## config.mk

```make
export PLATFORM = sky130hd
export DESIGN_NAME = sd_rsp_eval
export DESIGN_NICKNAME = d
export VERILOG_FILES = /design/src/rtl/sd_rsp_pkg.sv /design/src/rtl/sd_cmd_decode.sv /design/src/rtl/sd_rsp_judge.sv /design/src/rtl/sd_rsp_bank.sv /design/src/rtl/sd_rsp_eval.sv
export SDC_FILE = /design/constraint.sdc
export NUM_CORES = 1
export LEC_CHECK = 0
export BUFFER_PORTS_ARGS = -buffer_cell sky130_fd_sc_hd__clkbuf_2
export CAP_MARGIN = 20
export CORE_MARGIN = 10
export CORE_UTILIZATION = 45
export DETAILED_ROUTE_END_ITERATION = 7
export GPL_TIMING_DRIVEN = 0
export PLACE_DENSITY = 0.73
export SETUP_SLACK_MARGIN = 0.05
export SYNTH_ARGS = -nofsm -noshare
export SYNTH_HDL_FRONTEND = slang
export SYNTH_HIERARCHICAL = 1
export SYNTH_SLANG_ARGS = --single-unit
```

## constraint.sdc

```tcl
create_clock -name clk -period 2.3 [get_ports clk]
set_input_delay 0.115 -clock clk [delete_from_list [all_inputs] [get_ports clk]]
set_output_delay 0.115 -clock clk [all_outputs]
set_load 0.05 [all_outputs]
```

## src/rtl/sd_rsp_pkg.sv

```systemverilog
// Package: shared constants and types of the SD command response evaluator.
// Assumes a 16-bit command word and a reply buffer of up to 16 bytes.
package sd_rsp_pkg;

    localparam int CMD_W      = 16;
    localparam int RSP_BYTES  = 16;
    localparam int REG_W      = 16;
    localparam int RSP_REGS   = RSP_BYTES * 8 / REG_W;
    localparam int LEN_W      = $clog2(RSP_BYTES + 1);
    localparam int STAT_W     = 16;
    localparam int SHORT_LEN  = 4;

    // Card-status error flags checked for a code-1 reply
    localparam logic [31:0] CARD_ERR_MASK = 32'hFDF9_0000;
    // Authentication sequence error flag, gated by the SDIO control bit
    localparam logic [31:0] AKE_FLAG      = 32'h0000_0008;
    // Error mask for the 16-bit address-publish reply (code 6)
    localparam logic [15:0] ADDR_ERR_MASK = 16'hE008;

    // Status bit positions owned by this block
    localparam int ST_DONE = 0;
    localparam int ST_STOP = 2;
    localparam int ST_TMO  = 7;
    localparam int ST_NRDY = 12;
    localparam int ST_CERR = 14;

    localparam logic [1:0] CT_DATA  = 2'd3;
    localparam logic [5:0] STOP_IDX = 6'd12;

    typedef enum logic [2:0] {
        RK_NONE,
        RK_STAT,
        RK_STATB,
        RK_LONG,
        RK_OCR,
        RK_ADDR,
        RK_OTHER
    } rsp_kind_e;

    typedef enum logic {
        PH_IDLE,
        PH_EVAL
    } phase_e;

    typedef struct packed {
        rsp_kind_e  kind;
        logic [1:0] ctype;
        logic       dir;
        logic       init_only;
        logic       is_stop;
    } cmd_dec_t;

    typedef struct packed {
        logic timeout;
        logic card_err;
        logic not_ready;
        logic load;
    } judge_t;

endpackage

```

## src/rtl/sd_cmd_decode.sv

```systemverilog
// Module: splits a captured command word into the fields the evaluator uses.
// Assumes the word is stable for the evaluation cycle; purely combinational.
module sd_cmd_decode
    import sd_rsp_pkg::*;
(
    input  logic [CMD_W-1:0] cmd_word,
    output cmd_dec_t         dec
);

    logic unused_bits;
    assign unused_bits = ^{cmd_word[14], cmd_word[6]};

    // Map the reply code and busy flag to a reply kind and extract flags
    always_comb begin
        dec = '0;
        case (cmd_word[10:8])
            3'd0:    dec.kind = RK_NONE;
            3'd1:    dec.kind = cmd_word[11] ? RK_STATB : RK_STAT;
            3'd2:    dec.kind = RK_LONG;
            3'd3:    dec.kind = RK_OCR;
            3'd6:    dec.kind = RK_ADDR;
            default: dec.kind = RK_OTHER;
        endcase
        dec.ctype     = cmd_word[13:12];
        dec.dir       = cmd_word[15];
        dec.init_only = cmd_word[7] && (cmd_word[5:0] == 6'd0);
        dec.is_stop   = (cmd_word[5:0] == STOP_IDX);
    end

endmodule

```

## src/rtl/sd_rsp_judge.sv

```systemverilog
// Module: judges a card reply: length against the kind's minimum, error flags,
// and the busy flag of an operating-condition reply. Combinational.
// Assumes head holds reply bytes 0..3 with byte 0 in the top eight bits.
module sd_rsp_judge
    import sd_rsp_pkg::*;
(
    input  rsp_kind_e        kind,
    input  logic [31:0]      head,
    input  logic [LEN_W-1:0] len,
    input  logic             ake_en,
    output judge_t           res
);

    logic [LEN_W-1:0] need;
    logic             has_rsp;
    logic             too_short;
    logic [31:0]      stat_mask;

    // Minimum byte count for the reply kind
    always_comb begin
        need = (kind == RK_LONG) ? LEN_W'(RSP_BYTES) : LEN_W'(SHORT_LEN);
    end

    // Decide whether the kind carries a reply at all
    always_comb begin
        case (kind)
            RK_STAT, RK_STATB, RK_LONG, RK_OCR, RK_ADDR: has_rsp = 1'b1;
            default:                                    has_rsp = 1'b0;
        endcase
    end

    assign too_short = has_rsp && (len < need);
    assign stat_mask = CARD_ERR_MASK | (ake_en ? AKE_FLAG : 32'h0);

    // Form the verdict for the evaluation cycle
    always_comb begin
        res         = '0;
        res.timeout = too_short;
        res.load    = has_rsp && !too_short;
        if (!too_short) begin
            case (kind)
                RK_STAT, RK_STATB: res.card_err  = |(head & stat_mask);
                RK_ADDR:           res.card_err  = |(head[15:0] & ADDR_ERR_MASK);
                RK_OCR:            res.not_ready = !head[31];
                default:           res.card_err  = 1'b0;
            endcase
        end
    end

endmodule

```

## src/rtl/sd_rsp_bank.sv

```systemverilog
// Module: the response register bank. Cleared when a command is accepted,
// loaded from the reply buffer in reversed pairs when a reply is valid.
// Assumes clear and load never coincide (they belong to different phases).
module sd_rsp_bank
    import sd_rsp_pkg::*;
#(
    parameter int NREG = RSP_REGS
) (
    input  logic                  clk,
    input  logic                  rst_n,
    input  logic                  clr,
    input  logic                  load,
    input  logic [NREG*2*8-1:0]   bytes,
    output logic [NREG*REG_W-1:0] regs
);

    for (genvar k = 0; k < NREG; k++) begin : g_reg
        localparam int PAIR = NREG - 1 - k;
        logic [REG_W-1:0] word_q;

        // Hold one response register
        always_ff @(posedge clk) begin
            if (!rst_n || clr) begin
                word_q <= '0;
            end else if (load) begin
                word_q <= {bytes[16*PAIR +: 8], bytes[16*PAIR+8 +: 8]};
            end
        end

        assign regs[REG_W*k +: REG_W] = word_q;
    end

endmodule

```

## src/rtl/sd_rsp_eval.sv

```systemverilog
// Module: top of the SD command response evaluator. Accepts a command with
// its reply, evaluates it over two edges and updates the response registers,
// the sticky status word and the data-transfer start controls.
// Assumes the reply inputs are valid in the cycle of the start strobe.
module sd_rsp_eval
    import sd_rsp_pkg::*;
(
    input  logic                       clk,
    input  logic                       rst_n,
    input  logic                       ctrl_en,
    input  logic [CMD_W-1:0]           cmd_word,
    input  logic                       cmd_start,
    input  logic                       sdio_ake_en,
    input  logic [RSP_BYTES*8-1:0]     rsp_bytes,
    input  logic [LEN_W-1:0]           rsp_len,
    input  logic [STAT_W-1:0]          stat_clr_mask,
    input  logic                       stat_clr,
    output logic [RSP_REGS*REG_W-1:0]  rsp_regs,
    output logic [STAT_W-1:0]          status,
    output logic                       xfer_active,
    output logic                       xfer_dir,
    output logic                       fifo_reset
);

    phase_e                  phase;
    logic                    in_eval;
    logic                    accept;
    logic [CMD_W-1:0]        cmd_q;
    logic [RSP_BYTES*8-1:0]  bytes_q;
    logic [LEN_W-1:0]        len_q;
    logic                    ake_q;
    cmd_dec_t                dec;
    judge_t                  verdict;
    logic [STAT_W-1:0]       set_vec;
    logic [STAT_W-1:0]       clr_vec;
    logic [STAT_W-1:0]       stat_q;
    logic                    xa_q;
    logic                    xd_q;
    logic                    fr_q;

    assign in_eval = (phase == PH_EVAL);
    assign accept  = cmd_start && ctrl_en && !in_eval;

    // Two-step sequencer: capture, then apply
    always_ff @(posedge clk) begin
        if (!rst_n) begin
            phase <= PH_IDLE;
        end else if (accept) begin
            phase <= PH_EVAL;
        end else begin
            phase <= PH_IDLE;
        end
    end

    // Capture the command and the reply at acceptance
    always_ff @(posedge clk) begin
        if (!rst_n) begin
            cmd_q   <= '0;
            bytes_q <= '0;
            len_q   <= '0;
            ake_q   <= 1'b0;
        end else if (accept) begin
            cmd_q   <= cmd_word;
            bytes_q <= rsp_bytes;
            len_q   <= rsp_len;
            ake_q   <= sdio_ake_en;
        end
    end

    sd_cmd_decode u_decode (
        .cmd_word (cmd_q),
        .dec      (dec)
    );

    sd_rsp_judge u_judge (
        .kind   (dec.kind),
        .head   ({bytes_q[7:0], bytes_q[15:8], bytes_q[23:16], bytes_q[31:24]}),
        .len    (len_q),
        .ake_en (ake_q),
        .res    (verdict)
    );

    sd_rsp_bank #(
        .NREG (RSP_REGS)
    ) u_bank (
        .clk   (clk),
        .rst_n (rst_n),
        .clr   (accept),
        .load  (in_eval && verdict.load && !dec.init_only),
        .bytes (bytes_q),
        .regs  (rsp_regs)
    );

    // Status bits raised by the evaluation cycle
    always_comb begin
        set_vec = '0;
        if (in_eval) begin
            if (dec.init_only) begin
                set_vec[ST_DONE] = 1'b1;
            end else if (verdict.timeout) begin
                set_vec[ST_TMO] = 1'b1;
            end else begin
                set_vec[ST_DONE] = 1'b1;
                set_vec[ST_STOP] = dec.is_stop;
                set_vec[ST_CERR] = verdict.card_err;
                set_vec[ST_NRDY] = verdict.not_ready;
            end
        end
    end

    assign clr_vec = stat_clr ? stat_clr_mask : '0;

    // Sticky status word: host clears, evaluation sets, set wins
    always_ff @(posedge clk) begin
        if (!rst_n) begin
            stat_q <= '0;
        end else begin
            stat_q <= (stat_q & ~clr_vec) | set_vec;
        end
    end

    // Data-transfer start controls
    always_ff @(posedge clk) begin
        if (!rst_n) begin
            xa_q <= 1'b0;
            xd_q <= 1'b0;
            fr_q <= 1'b0;
        end else begin
            fr_q <= 1'b0;
            if (in_eval && !dec.init_only) begin
                if (dec.ctype == CT_DATA) begin
                    xa_q <= 1'b1;
                    xd_q <= dec.dir;
                    fr_q <= 1'b1;
                end else begin
                    xa_q <= 1'b0;
                end
            end
        end
    end

    assign status      = stat_q;
    assign xfer_active = xa_q;
    assign xfer_dir    = xd_q;
    assign fifo_reset  = fr_q;

endmodule

```

# Yosys cells after proc, flatten, opt, wreduce, memory -nomap -nowiden
# Index checks and enable logic that the tools add are counted.
# Widths: inputs -> output; s select.
# word_totals
word_cells	80
ramBits	0
out_inout_bits	147
rom_bits	0
input_bits	171
reg_bits	298
mem_count	0
latchBits	0
# op_classes
reduce_logical	22
bitwise	4
shifts	0
n_eq_ne	11
mux	25
order_cmp	1
addsub	0
div	0
mul	0
# op_table
op	count
$and 32x32->32	1
$reduce_or 32->1	1
$mux 1	19
$and 16x16->16	1
$mux 16	1
$not 16->16	1
$or 16x15->16	1
$pmux 3 s5	1
$eq 3x2->1 const B	4
$eq 3x3->1 const B	3
$logic_and 1x1->1	8
$eq 3x1->1 const B	2
$eq 6x4->1 const B	1
$logic_not 6->1	1
$logic_not 1->1	5
$lt 5x5->1	1
$mux 5	1
$reduce_or 5->1	1
$mux 4	1
$reduce_and 2->1	2
$reduce_or 4->1	1
$logic_not 3->1	1
$eq 2x2->1 const B	1
$mux 2	1
3 further kinds	3

# Depth between registers and ports, before layout
# Gate-level depths: netlist (run 1).
# depth
ltp_word	10
mapped_depth	12
mapped_depth_nobuf	10

# Hierarchy
# Netlist (run 1), hierarchy kept.
# modules_own_cells
mod	seq_area_each_um2	area_per_inst_um2	cells_per_inst	n_inst
sd_rsp_eval	3403.3	6130.9	743	1
sd_rsp_bank	2562.5	4670.7	413	1
sd_rsp_judge	0.0	188.9	26	1
sd_cmd_decode	0.0	107.6	16	1

# Worst setup path after synthesis (run 1)
# Ideal clock, no wire load.
# synth_path
path_kind	flip-flop to flip-flop
start	register cmd_q[8]
end	register u_bank.g_reg[0].word_q[0]
path_slack_ns	-0.054
setup_time_ns	0.117
arrival_ns	2.237
synth_period_minus_slack_ns	2.354
path_buffers	2
t_required_ns	2.183
path_stages_with_launch	12
cell_sequence	dfxtp_1 -> nand2b_1 -> o211ai_1 -> nand3b_4 -> ha_1 -> a21oi_4 -> nor2b_1 -> and2_1 -> buf_6 -> buf_12 -> mux2i_1 -> nor2_1
# synth_rtl
item	line	rtl
start: declaration	sd_rsp_eval.sv:28	logic [CMD_W-1:0] cmd_q;
start signal: assignment	sd_rsp_eval.sv:63	cmd_q <= cmd_word;
end signal: assignment	sd_rsp_bank.sv:26	word_q <= {bytes[16*PAIR +: 8], bytes[16*PAIR+8 +: 8]};
end: declaration	sd_rsp_bank.sv:19	logic [REG_W-1:0] word_q;

==> results of run 1 <==
[through the flow]
step | power (mW) | worst slack (ps) | utilization [%] | std cells
6_report | 11.2 | 1.49 | 65.8 | 2059
5_1_grt | 11.6 | -97.6 | 65.8 | 2056
4_1_cts | 11.2 | 14.1 | 64.6 | 2037
3_5_place_dp | 6.18 | -268 | 53.6 | 1818
3_3_place_gp | 6.17 | -196 | 53.6 | 1818
2_1_floorplan | 5.85 | 36.8 | - | 1182
[critical path: cells and delay by family, from the launching register on]
kind          cells  cell delay (ps)
simple gates      5             1340
buf+inv           2              350
flops             1              320
mux               1              180
[final cells by class]
cell class / count / area, sq um / area share [%]
clock buffers: 45 / 856 / 5.38
diodes: 10 / 25.0 / 0.157
plain buffers: 102 / 777 / 4.88
inverters: 5 / 18.8 / 0.118
flip-flops and latches: 294 / 5890 / 37.0
well taps: 324 / 405 / 2.55
repair buffers: 491 / 3400 / 21.4
multi-input cells: 781 / 4410 / 27.7
clock inverters: 7 / 125 / 0.786
[metal layers]
metal  vias to the layer above  GRT usage [%]  share of wire, %
met2                       478           37.0                47
met3                       117           6.00               7.9
met1                      4895           26.2                40
met5                         -              0                 0
met4                         0           11.8               5.0
li1                       5048              -                 -
[power by group through the flow]
| stage | Clock [mW] | Combinational, mW | Sequential (mW) |
|---|---|---|---|
| floorplan | 0 | 0.447 | 5.40 |
| global placement | 0 | 0.757 | 5.41 |
| detailed placement | 0 | 0.769 | 5.41 |
| CTS | 4.94 | 1.00 | 5.30 |
| global route | 5.12 | 1.14 | 5.32 |
| finish | 4.85 | 1.05 | 5.31 |
[placed cells by master, fill, tap and decap left out, drive strengths merged, types with 2 or more instances in the layout]
master	instances
a22oi	4
o21ai	150
mux2i	128
nand2b	4
diode	10
nand2	169
buf	91
a21oi	16
dlygate4sd3	165
nor2b	3
nor4	2
bufinv	3
inv	6
nand3	147
nand3b	2
nor4b	2
nor3	3
nor2	139
dfxtp	294
clkbuf	382
and2	2
clkinv	3
[state kept, by name, summed over array words and instances (netlist names)]
signal and flops:
fifo_reset 1, len_q 3, xfer_active 1, bytes_q 128
u_bank/g.word_q 128, status 16, xfer_dir 1, cmd_q 14
ake_q 1, in_eval 1
[repair_timing]
item | 4_1_cts | 5_1_grt
hold buffers | 165 | 0
setup buffers | 2 | 9
endpoints found under the setup margin | 132 | 132
hold endpoints to repair | 162 | 0
gates cloned | 0 | 3
gates resized for setup | 6 | 27
pin swaps | 1 | 3
[worst paths after layout]
path,start,end,slack [ps]
worst max-delay path,cmd_q[1]$_SDFFE_PN0P_,u_bank/g_reg[3].word_q[0]$_SDFFE_PP0P_,1
worst min-delay path,stat_clr,status[0]$_SDFF_PN0_,60
worst max register to register,cmd_q[1]$_SDFFE_PN0P_,u_bank/g_reg[3].word_q[0]$_SDFFE_PP0P_,1
worst min register to register,status[9]$_SDFF_PN0_,status[9]$_SDFF_PN0_,430
==> impl_metrics.py, run 1 <==
metrics = {
    "status": {
        "status": "complete, no violations",
    },
    "timing": {
        "finalSetupViolCount": 0,
        "hold_slack_ps": 60.8,
        "hold_violations": 0,
        "slew_headroom_pct": 67.9,
        "tightest_slew_ps": 481,
        "finalCritPeriodShare_pct": 99.9,
        "max_freq_ghz": 0.435,
        "slew_violations": 0,
        "finalClockSkew_ps": 10.8,
        "setup-tns-final_ps": 0,
        "rsz0062_at_grt": "yes",
        "period_needed_ps": 2300,
    },
    "final_layout": {
        "nets": 1876,
        "fin_area_sq_um": 15900,
        "drive_gt1_share_pct": 28.4,
        "areaGrowthSynthToFinish_pct": 45.1,
        "fill_cells": 1855,
    },
    "power_and_ir_drop": {
        "peakVddDrop_mv": 0.519,
        "p_int_mw": 8.62,
        "switchingPower_mw": 2.58,
        "seqPwrFrac_pct": 47.4,
        "switching_share_pct": 23.0,
        "pwr-share-comb_pct": 9.4,
        "clock_power_share_pct": 43.3,
        "leakage_nw": 6.63,
        "power_density_nw_per_um2": 704,
    },
    "detailed_routing": {
        "drc": 0,
        "drtAntennaViolNets": 0,
        "dr.pass1.iters": 5,
        "drt_iter0_markers": 685,
        "viasPerCell": 5.12,
        "drt-total-wl_um": 37100,
        "wire_per_inst_um": 18.0,
        "vias": 10538,
    },
    "setup_path": {
        "worstSetupPathType": "flip-flop to flip-flop",
        "slowest_delay_ps": 570,
        "cp-start-kind": "flip-flop",
        "critPathMaxFanout": 10,
        "setup.worst_path.end_class": "flip-flop",
        "r2r_cells": 8,
        "cp_slowest_cell": "or4_4",
        "arrival_ps": 2740,
        "required_ps": 2740,
        "path_cells": "or4_4, nor4b_4, nor2b_2, and2_4, clkbuf_16, buf_12, mux2i_2, nor2_1",
    },
    "clocking": {
        "cts_tree": "done",
        "clk_pin_slew_ps": 60,
        "htreeDepth": 1,
        "cts_made_buffers": 29,
        "clock_sinks": 294,
        "clockBufferDepth": 3,
        "root_buffer": "clkbuf_16",
        "clkLatencyLatePin_ps": 550,
    },
    "floorplanning": {
        "die_h_um": 176,
        "io_pins": 318,
        "start_util_pct": 45.3,
        "rows": 57,
        "die_area_sq_um": 31000,
        "fp.dieW_um": 176,
        "core_sq_um": 24200,
    },
    "place": {
        "dpl_cell_area_sq_um": 13000,
        "place_hpwl_um": 24100,
        "place.gp.congestion": 0.846,
        "io_buffers": 312,
    },
    "grt": {
        "grt-ovfl-total": 0,
        "grt_usage_pct": 22.4,
        "antenna_found_initial": 7,
        "grt_max_degree": 16,
        "grt_first_pass_wirelength_um": 56900,
        "grt_pass1_vias": 10610,
    },
    "synthesis": {
        "synth_area_sq_um": 11000,
        "yosysWarnings": 6,
        "synthesis.nets": 1354,
        "netlist_instances": 1182,
        "syn_area_per_cell_sq_um": 9.27,
    },
    "min_path": {
        "hp-class": "input pin to flip-flop",
        "hold_path_depth": 4,
    },
    "job": {
        "drv_cap": 0,
    },
}
Note: power is estimated with default switching activity, not from simulation.
==> run 2, diff against run 1 <==
--- a/config.mk
+++ b/config.mk
@@ -12,6 +12,7 @@
 export DETAILED_ROUTE_END_ITERATION = 7
 export GPL_TIMING_DRIVEN = 0
 export PLACE_DENSITY = 0.73
+export REMOVE_ABC_BUFFERS = 1
 export SETUP_SLACK_MARGIN = 0.05
 export SYNTH_ARGS = -nofsm -noshare
 export SYNTH_HDL_FRONTEND = slang
==> impl_metrics.py, run 2 (synthesis gave the netlist of run 1 again) <==
metrics = {
    "status": {
        "status": "complete, but fails checks",
        "violations": "negative setup slack",
    },
    "floorplanning": {
        "die_area_sq_um": 31000,
        "start_util_pct": 45.3,
        "die_h_um": 176,
        "fp.dieW_um": 176,
        "io_pins": 318,
        "core_sq_um": 24200,
        "rows": 57,
    },
    "timing": {
        "rsz0062_at_grt": "yes",
        "period_needed_ps": 2360,
        "max_freq_ghz": 0.423,
        "tightest_slew_ps": 700,
        "slew_headroom_pct": 53.3,
        "hold_violations": 0,
        "finalClockSkew_ps": 19.6,
        "slew_violations": 0,
        "finalSetupViolCount": 14,
        "hold_slack_ps": 38.6,
        "finalCritPeriodShare_pct": 103,
        "setup_ws_ps": -64.4,
    },
    "final_layout": {
        "nets": 1815,
        "final_common_cell": "clkbuf_2",
        "multi_input_area_sq_um": 4550,
        "layout.cells.non_filler": 1994,
        "post-route-util_pct": 66.1,
        "seq_area_sq_um": 5890,
        "fin_area_sq_um": 16000,
        "fill_cells": 1758,
        "drive_gt1_share_pct": 27.1,
        "areaGrowthSynthToFinish_pct": 45.7,
        "final_cell_mix": "clkbuf_2 (312), dfxtp_1 (290), dlygate4sd3_1 (169)",
    },
    "grt": {
        "grt_max_degree": 158,
        "grt-ovfl-total": 0,
        "grt_first_pass_wirelength_um": 55600,
        "grt_pass1_vias": 10259,
        "antenna_found_initial": 3,
        "grt_usage_pct": 21.7,
    },
    "place": {
        "dp.cells": 1725,
        "pre_cts_slack_ps": -985,
        "io_buffers": 313,
        "place_hpwl_um": 18500,
        "place.gp.congestion": 0.743,
        "dpl_cell_area_sq_um": 12400,
    },
    "setup_path": {
        "cp_slowest_cell": "dfxtp_2",
        "setup.worst_path.end_class": "flip-flop",
        "crit_family": "simple AND/OR/NAND/NOR gates",
        "arrival_ps": 2790,
        "cp-start-kind": "flip-flop",
        "slowest_delay_ps": 330,
        "critPathLaunch": "cmd_q[8]$_SDFFE_PN0P_",
        "r2r-end": "u_bank/g_reg[3].word_q[3]$_SDFFE_PP0P_",
        "critPathMaxFanout": 8,
        "r2r_start": "cmd_q[8]$_SDFFE_PN0P_",
        "worstSetupPathType": "flip-flop to flip-flop",
        "required_ps": 2730,
        "endpoint": "u_bank/g_reg[3].word_q[3]$_SDFFE_PP0P_",
        "r2r_setup_slack_ps": -60,
        "crit_buf_inv": 3,
        "cp.depth": 12,
        "path_cells": "nand2b_4, o211ai_1, buf_4, nand3b_4, ha_4, a21oi_4, nor2b_4, and2_4, buf_12, buf_16, mux2i_2, nor2_2",
        "r2r_cells": 12,
    },
    "detailed_routing": {
        "vias": 10304,
        "drtAntennaViolNets": 0,
        "drc": 0,
        "route.met3.wl_um": 3200,
        "dr_wl_met2_um": 17600,
        "wl_met1_um": 14400,
        "wire_per_inst_um": 18.4,
        "drt-total-wl_um": 36700,
        "viasPerCell": 5.17,
        "drt_iter0_markers": 919,
        "dr.pass1.iters": 7,
        "dr.max_layer_used": "met4",
    },
    "clocking": {
        "clock_sinks": 294,
        "htreeDepth": 1,
        "cts_made_buffers": 31,
        "cts_tree": "done",
        "clk_pin_slew_ps": 60,
        "root_buffer": "clkbuf_16",
        "clockBufferDepth": 3,
        "clkLatencyLatePin_ps": 560,
    },
    "power_and_ir_drop": {
        "peakVddDrop_mv": 0.619,
        "power_density_nw_per_um2": 717,
        "leakage_nw": 6.60,
    },
    "min_path": {
        "hp-class": "input pin to flip-flop",
    },
    "job": {
        "drv_cap": 0,
    },
}
==> run 2: changes by cell type in the layout (fill, tap and decap cells not counted), sizes merged <==
cell         delta
nand3b          +2
buf            -60
and2            +5
nand2b          +2
dlygate4sd3     +4
bufinv          +1
clkinv          +4
bufbuf          +1
diode           -7
clkbuf         -17
==> run 2: through the flow <==
stage,power (mW),TNS (ps)
6_report,11.4,-153
5_1_grt,11.8,-5090
4_1_cts,11.5,0
3_5_place_dp,6.07,-104610
3_3_place_gp,6.07,-1571920
2_1_floorplan,5.71,-554210
==> run 2: per-layer routing <==
metal / vias to the layer above / GRT usage (%)
li1: 4943 / -
met1: 4822 / 25.2
met2: 441 / 36.5
met3: 98 / 6.60
met4: 0 / 8.72
met5: - / 0
==> run 2: area by class of cell <==
class / count / area share (%)
inverters: 5 / 0.117
repair buffers: 521 / 25.4
clock inverters: 12 / 1.03
well taps: 324 / 2.54
multi-input cells: 790 / 28.5
diodes: 3 / 0.0470
clock buffers: 45 / 5.56
flip-flops and latches: 294 / 36.9
==> run 2: worst min path at each step <==
stage	start	slack [ps]	end	cells after the start
after floorplan	stat_clr_mask[13]	200	status[13]$_SDFF_PN0_	1
after global placement	stat_clr_mask[8]	290	status[8]$_SDFF_PN0_	2
after detailed placement	stat_clr_mask[1]	290	status[1]$_SDFF_PN0_	2
after CTS	stat_clr	0.5	status[11]$_SDFF_PN0_	2
after global routing	stat_clr	50	status[10]$_SDFF_PN0_	2
final	stat_clr	40	status[5]$_SDFF_PN0_	2
==> run 2: timing repair <==
action | in CTS | in global routing
endpoints found under the setup margin | 132 | 132
resized for setup | 23 | 31
buffers inserted | 14 | 3
pin swaps | 5 | 15
endpoints found under the hold margin | 162 | 0
cloned | 13 | 10
hold buffers | 169 | 0
==> run 2: where the power goes <==
part           internal [mW]  switching [mW]
clock                   3.11            2.00
sequential              5.22          0.0832
combinational          0.500           0.523
